`src/rtl/hcu_pkg.sv`:
```
package hcu_pkg;
  localparam int OP_ADD = 0;
  localparam int OP_BR  = 1;
  localparam int OP_BRN = 2;

  // packed: first field is the MSB, so pcOut lands on bit 0 and endStep on bit 17
  typedef struct packed {
    logic endStep;
    logic regAIn;
    logic regBOut;
    logic regAOut;
    logic offOut;
    logic selY;
    logic irIn;
    logic mdrOut;
    logic waitMfc;
    logic yIn;
    logic pcIn;
    logic zOut;
    logic zIn;
    logic aluAdd;
    logic sel4;
    logic memRead;
    logic marIn;
    logic pcOut;
  } ctrlStrobes_t;

  localparam int NUM_CTL = $bits(ctrlStrobes_t);

  typedef struct packed {
    logic isAdd;
    logic isBr;
    logic isBrn;
    logic isOther;
  } opLines_t;
endpackage

```
`src/rtl/hcu_step_gen.sv`:
```
module hcu_step_gen #(
  parameter int NUM_STEPS = 8
) (
  input  logic                 clk,
  input  logic                 rst,
  input  logic                 endIn,
  input  logic                 waitIn,
  input  logic                 mfcIn,
  output logic [NUM_STEPS-1:0] stepOh
);
  localparam int STEP_W = (NUM_STEPS > 1) ? $clog2(NUM_STEPS) : 1;
  localparam logic [STEP_W-1:0] LAST_IDX = STEP_W'(NUM_STEPS - 1);

  logic [STEP_W-1:0] stepIdx;
  logic              holdStep;

  assign holdStep = waitIn && !mfcIn;

  always_ff @(posedge clk) begin
    if (rst)                    stepIdx <= '0;
    else if (endIn)             stepIdx <= '0;
    else if (holdStep)          stepIdx <= stepIdx;
    else if (stepIdx == LAST_IDX) stepIdx <= '0;
    else                        stepIdx <= stepIdx + STEP_W'(1);
  end

  for (genvar g = 0; g < NUM_STEPS; g++) begin : g_tdec
    assign stepOh[g] = (stepIdx == STEP_W'(g));
  end

  p_step_onehot_r2: assert property (@(posedge clk) disable iff (rst)
    $onehot(stepOh));

  p_end_restart_r10: assert property (@(posedge clk) disable iff (rst)
    endIn |=> stepOh[0]);

  p_wait_hold_r5: assert property (@(posedge clk) disable iff (rst)
    (waitIn && !mfcIn && !endIn) |=> $stable(stepOh));

  p_step_advance_r2: assert property (@(posedge clk) disable iff (rst)
    (!endIn && !waitIn && stepIdx != LAST_IDX) |=> (stepIdx == $past(stepIdx) + STEP_W'(1)));
endmodule

```
`src/rtl/hcu_op_decode.sv`:
```
module hcu_op_decode
  import hcu_pkg::*;
#(
  parameter int OP_W = 4
) (
  input  logic [OP_W-1:0] opField,
  output opLines_t        ops
);
  always_comb begin
    ops.isAdd   = (opField == OP_W'(OP_ADD));
    ops.isBr    = (opField == OP_W'(OP_BR));
    ops.isBrn   = (opField == OP_W'(OP_BRN));
    ops.isOther = !(ops.isAdd || ops.isBr || ops.isBrn);
  end
endmodule

```
`src/rtl/hcu_ctrl_encode.sv`:
```
module hcu_ctrl_encode
  import hcu_pkg::*;
#(
  parameter int NUM_STEPS = 8
) (
  input  logic [NUM_STEPS-1:0] stepOh,
  input  opLines_t             ops,
  input  logic                 negFlag,
  output ctrlStrobes_t         strobes
);
  logic t1, t2, t3, t4, t5, t6, t7;
  logic anyBranch;

  assign t1 = stepOh[0];
  assign t2 = stepOh[1];
  assign t3 = stepOh[2];
  assign t4 = stepOh[3];
  assign t5 = stepOh[4];
  assign t6 = stepOh[5];
  assign t7 = stepOh[6];
  assign anyBranch = ops.isBr || ops.isBrn;

  always_comb begin
    strobes.pcOut   = t1;
    strobes.marIn   = t1 | (t4 & ops.isAdd);
    strobes.memRead = t1 | (t4 & ops.isAdd);
    strobes.sel4    = t1;
    strobes.aluAdd  = t1 | (t6 & ops.isAdd) | (t4 & anyBranch);
    strobes.zIn     = t1 | (t6 & ops.isAdd) | (t4 & ops.isBr) | (t4 & ops.isBrn);
    strobes.zOut    = t2 | (t7 & ops.isAdd) | (t5 & anyBranch);
    strobes.pcIn    = t2 | (t5 & anyBranch);
    strobes.yIn     = t2 | (t5 & ops.isAdd);
    strobes.waitMfc = t2 | (t5 & ops.isAdd);
    strobes.mdrOut  = t3 | (t6 & ops.isAdd);
    strobes.irIn    = t3;
    strobes.selY    = (t6 & ops.isAdd) | (t4 & anyBranch);
    strobes.offOut  = t4 & anyBranch;
    strobes.regAOut = t5 & ops.isAdd;
    strobes.regBOut = t4 & ops.isAdd;
    strobes.regAIn  = t7 & ops.isAdd;
    strobes.endStep = (t7 & ops.isAdd) | (t5 & ops.isBr)
                    | (((t5 & negFlag) | (t4 & !negFlag)) & ops.isBrn)
                    | (t4 & ops.isOther);
  end
endmodule

```
`src/rtl/hwired_ctrl_unit.sv`:
```
module hwired_ctrl_unit
  import hcu_pkg::*;
#(
  parameter int NUM_STEPS = 8,
  parameter int OP_W      = 4
) (
  input  logic                 clk,
  input  logic                 rst,
  input  logic [OP_W-1:0]      opField,
  input  logic                 negFlag,
  input  logic                 mfcIn,
  output logic [NUM_CTL-1:0]   ctrlBus,
  output logic [NUM_STEPS-1:0] stepOneHot
);
  logic [NUM_STEPS-1:0] stepOh;
  opLines_t             ops;
  ctrlStrobes_t         strobes;

  hcu_step_gen #(.NUM_STEPS(NUM_STEPS)) u_step (
    .clk    (clk),
    .rst    (rst),
    .endIn  (strobes.endStep),
    .waitIn (strobes.waitMfc),
    .mfcIn  (mfcIn),
    .stepOh (stepOh)
  );

  hcu_op_decode #(.OP_W(OP_W)) u_opdec (
    .opField (opField),
    .ops     (ops)
  );

  hcu_ctrl_encode #(.NUM_STEPS(NUM_STEPS)) u_enc (
    .stepOh  (stepOh),
    .ops     (ops),
    .negFlag (negFlag),
    .strobes (strobes)
  );

  assign ctrlBus    = rst ? '0 : strobes;
  assign stepOneHot = rst ? '0 : stepOh;

  p_end_excl_wait_r10: assert property (@(posedge clk) disable iff (rst)
    !(strobes.endStep && strobes.waitMfc));

  p_fetch_head_r3: assert property (@(posedge clk) disable iff (rst)
    stepOneHot[0] |-> (ctrlBus[0] && ctrlBus[5] && !ctrlBus[17]));
endmodule

```
`config.mk`:
```
export PLATFORM = sky130hd
export DESIGN_NAME = hwired_ctrl_unit
export DESIGN_NICKNAME = d
export VERILOG_FILES = /design/src/rtl/hcu_pkg.sv /design/src/rtl/hcu_step_gen.sv /design/src/rtl/hcu_op_decode.sv /design/src/rtl/hcu_ctrl_encode.sv /design/src/rtl/hwired_ctrl_unit.sv
export SDC_FILE = /design/constraint.sdc
export NUM_CORES = 1
export LEC_CHECK = 0
export BUFFER_PORTS_ARGS = -buffer_cell sky130_fd_sc_hd__clkbuf_2
export CAP_MARGIN = 20
export CORE_AREA = 2 2 39 41
export DETAILED_ROUTE_END_ITERATION = 12
export DIE_AREA = 0 0 41 43
export GPL_TIMING_DRIVEN = 1
export PLACE_DENSITY = 0.76
export SYNTH_ARGS = -nofsm -noshare
export SYNTH_HDL_FRONTEND = slang
export SYNTH_SLANG_ARGS = --single-unit
export TNS_END_PERCENT = 10
```
`constraint.sdc`:
```
create_clock -name clk -period 2.7 [get_ports clk]
set_input_delay 0.27 -clock clk [delete_from_list [all_inputs] [get_ports clk]]
set_output_delay 0.27 -clock clk [all_outputs]
set_load 0.01 [all_outputs]
```
==> flow_metrics.env <==
export IMPL_status="complete, no violations"
export IMPL_wl_per_cell_um=9.76
export IMPL_clockBufferDepth=2
export IMPL_cts_setup_buffers=0
export IMPL_top_regs="u_step.stepIdx x3"
export IMPL_syn_to_final_growth_pct=33.0
export IMPL_synthArstFlopShare=0
export IMPL_boundaryPins=34
export IMPL_drtIter0Drc=3
export IMPL_ys_warn_count=0
export IMPL_crit_slowest_cell="dfxtp_1"
export IMPL_numCtsBuffers=3
export IMPL_worst_ir_drop_vdd_uv=272
export IMPL_seq_area_frac_synth=0.114
export IMPL_cts_resized=0
export IMPL_syn_avg_cell_area_um2=7.22
export IMPL_fillers=160
export IMPL_top_register="u_step.stepIdx"
export IMPL_overflow=0
export IMPL_hold_viol=0
export IMPL_cts_root_buf="clkbuf_4"
export IMPL_min_from="mfcIn"
export IMPL_start_kind="flop"
export IMPL_synth_flop_cell="dfxtp_1"
export IMPL_finalWirelength_um=1180
export IMPL_synthCells=73
export IMPL_grt_pass1_wl_um=1710
export IMPL_final_layout_size_suffix_gt1_frac=0.410
export IMPL_fin_crit_ns=2.08
export IMPL_maxSlewViolCount=0
export IMPL_place_congestion=0.767
export IMPL_drcViolationCount=0
export IMPL_clock_sinks=3
export IMPL_grt_start_max_net_pins=10
export IMPL_clkLatencyLatePin_ns=0.23
export IMPL_post_dp_hpwl_um=1030
export IMPL_crit_chain="inv_1 > ha_1 > mux2_2 > a32oi_1 > o31a_1 > nor2_1 > clkbuf_2"
export IMPL_holdBufCountCts=0
export IMPL_whs_endpoint="u_step.stepIdx[2]"
export IMPL_hp_class="primary input to flop"
export IMPL_largest_reg_flops=3
export IMPL_hold_depth=3
export IMPL_port_buffers=33
export IMPL_ant_nets=0
export IMPL_vias_per_cell=4.84
export IMPL_clkTransAtPathRegs_ns=0.04
export IMPL_core_um2=1380
export IMPL_path_class="flop to output port"
export IMPL_start_util=0.381
export IMPL_p_leak_nw=0.410
export IMPL_ys_types=30
export IMPL_first_pass_iters=2
export IMPL_fp_dieW_um=41
export IMPL_reg2regPathDepth=6
export IMPL_crit_path_end_kind="output port"
export IMPL_setup_viol=0
export IMPL_crit_buf_inv=2
export IMPL_die_area_um2=1760
export IMPL_grt_pass1_vias=459
export IMPL_vias=586
export IMPL_fin_tns_setup_ns=0
export IMPL_cpPeakStageDelay_ns=0.38
export IMPL_critPathMaxFanout=6
export IMPL_required_ns=2.43
export IMPL_netlist_area_um2=527
export IMPL_critPathArrivalTime_ns=1.81
export IMPL_synth_seq_cells=3
export IMPL_place_area_um2=674
export IMPL_r2r_slack_ns=0.92
export IMPL_timing_rr_end="u_step.stepIdx[2]"
export IMPL_regToRegStartpoint="u_step.stepIdx[0]"
export IMPL_grtUsageTotal=0.140
export IMPL_die_h_um=43
export IMPL_htreeDepth=1
export IMPL_design_area_um2=701
export IMPL_power_total_uw=300
export IMPL_slew_headroom=0.609
export IMPL_finalCritPeriodShare=0.769
export IMPL_nNetsFinal=120
export IMPL_crit_family="compound AO/OA/AOI/OAI gates"
export IMPL_synth_nets=87
export IMPL_synth_edf_count=0
export IMPL_power_density_nw_per_um2=429
export IMPL_clock_fmax_mhz=482
export IMPL_antennaDiodeCount=0
export IMPL_worst_pin_slew_ns=0.578
export IMPL_max_cap_violations=0
export IMPL_row_count=14
export IMPL_cts_tree="yes"
export IMPL_finalClockSkew_ns=0.00164
export IMPL_rsz0062_at_grt="false"
export IMPL_antenna_found_initial=0
## final cells by class
class                   count  area (µm²)  area share
clock buffers               4        26.3      0.0375
inverters                   8        30.0      0.0429
multi-input cells          57         399       0.570
flip-flops and latches      3        60.1      0.0857
well taps                  16        20.0      0.0286
repair buffers             33         165       0.236
## tightest hold or removal path: cells and delay by family
kind / cells / cell delay [ns]
compound gates: 1 / 0.07
buf+inv: 1 / 0.13
simple gates: 1 / 0.12
## metal layers
metal,vias up,wire [µm],part of all wire,global-route usage
li1,308,-,-,-
met2,20,583,0.49,0.219
met4,0,0,0,0.0800
met1,258,510,0.43,0.167
met5,-,0,0,0
met3,0,86,0.073,0.0314
## synth_stat cells (2+ instances only)
master    n  area share
inv_1     8       0.057
and2_1    7       0.083
nand2_1   7       0.050
ha_1      6        0.14
buf_4     5       0.071
nor2_1    5       0.036
a21oi_1   3       0.028
dfxtp_1   3        0.11
nor2b_1   3       0.036
nand2b_1  2       0.024
nand3_1   2       0.019
nor3_1    2       0.019
o21ai_0   2       0.019
or2_2     2       0.024
## worst max-delay path by stage
stage | startpoint | to | slack [ns] | cells past startpoint
after floorplan | opField[1] | ctrlBus[2] | 1.05 | 3
after global placement | u_step.stepIdx[0] | ctrlBus[17] | 0.93 | 7
after detailed placement | u_step.stepIdx[0] | ctrlBus[17] | 0.88 | 7
after CTS | u_step.stepIdx[0] | ctrlBus[17] | 0.62 | 7
after global routing | u_step.stepIdx[0] | ctrlBus[17] | 0.48 | 7
final | u_step.stepIdx[0] | ctrlBus[17] | 0.62 | 7
## cells in the final DEF, fill, tap and decap left out, types with 2 or more instances in the layout
| master | instances |
|---|---|
| dfxtp_1 | 3 |
| nor2_1 | 5 |
| nor2b_1 | 3 |
| nor3_1 | 2 |
| inv_1 | 8 |
| nand2b_1 | 2 |
| or2_2 | 2 |
| clkbuf_4 | 3 |
| o21ai_0 | 2 |
| nand2_1 | 7 |
| clkbuf_2 | 33 |
| and2_1 | 7 |
| ha_1 | 6 |
| nand3_1 | 2 |
| a21oi_1 | 3 |
## cells by family (layout without fill, tap and decap cells)
| family | after synthesis | after routing | share of synthesized area |
|---|---|---|---|
| mux | 2 | 2 | 0.0404 |
| compound gates | 13 | 13 | 0.195 |
| simple gates | 36 | 36 | 0.380 |
| flops | 3 | 3 | 0.114 |
| buf+inv | 13 | 45 | 0.128 |
| fa+ha+maj | 6 | 6 | 0.143 |
## per-stage QoR
stage               std cells  utilization  hold slack [ns]  worst slack [ns]
CTS                       121        0.506            0.401             0.623
global placement          117        0.487            0.492             0.927
floorplan                  73            -            0.461              1.05
global route              121        0.506            0.443             0.477
detailed placement        117        0.487            0.505             0.878
finish                    121        0.506            0.413             0.625
## power by group
part	total, mW	switching (mW)	internal (mW)
logic	0.163	0.0912	0.0720
registers	0.0595	0.00773	0.0518
clock network	0.0776	0.0223	0.0553
No activity file was read; power rests on OpenSTA's default activity.
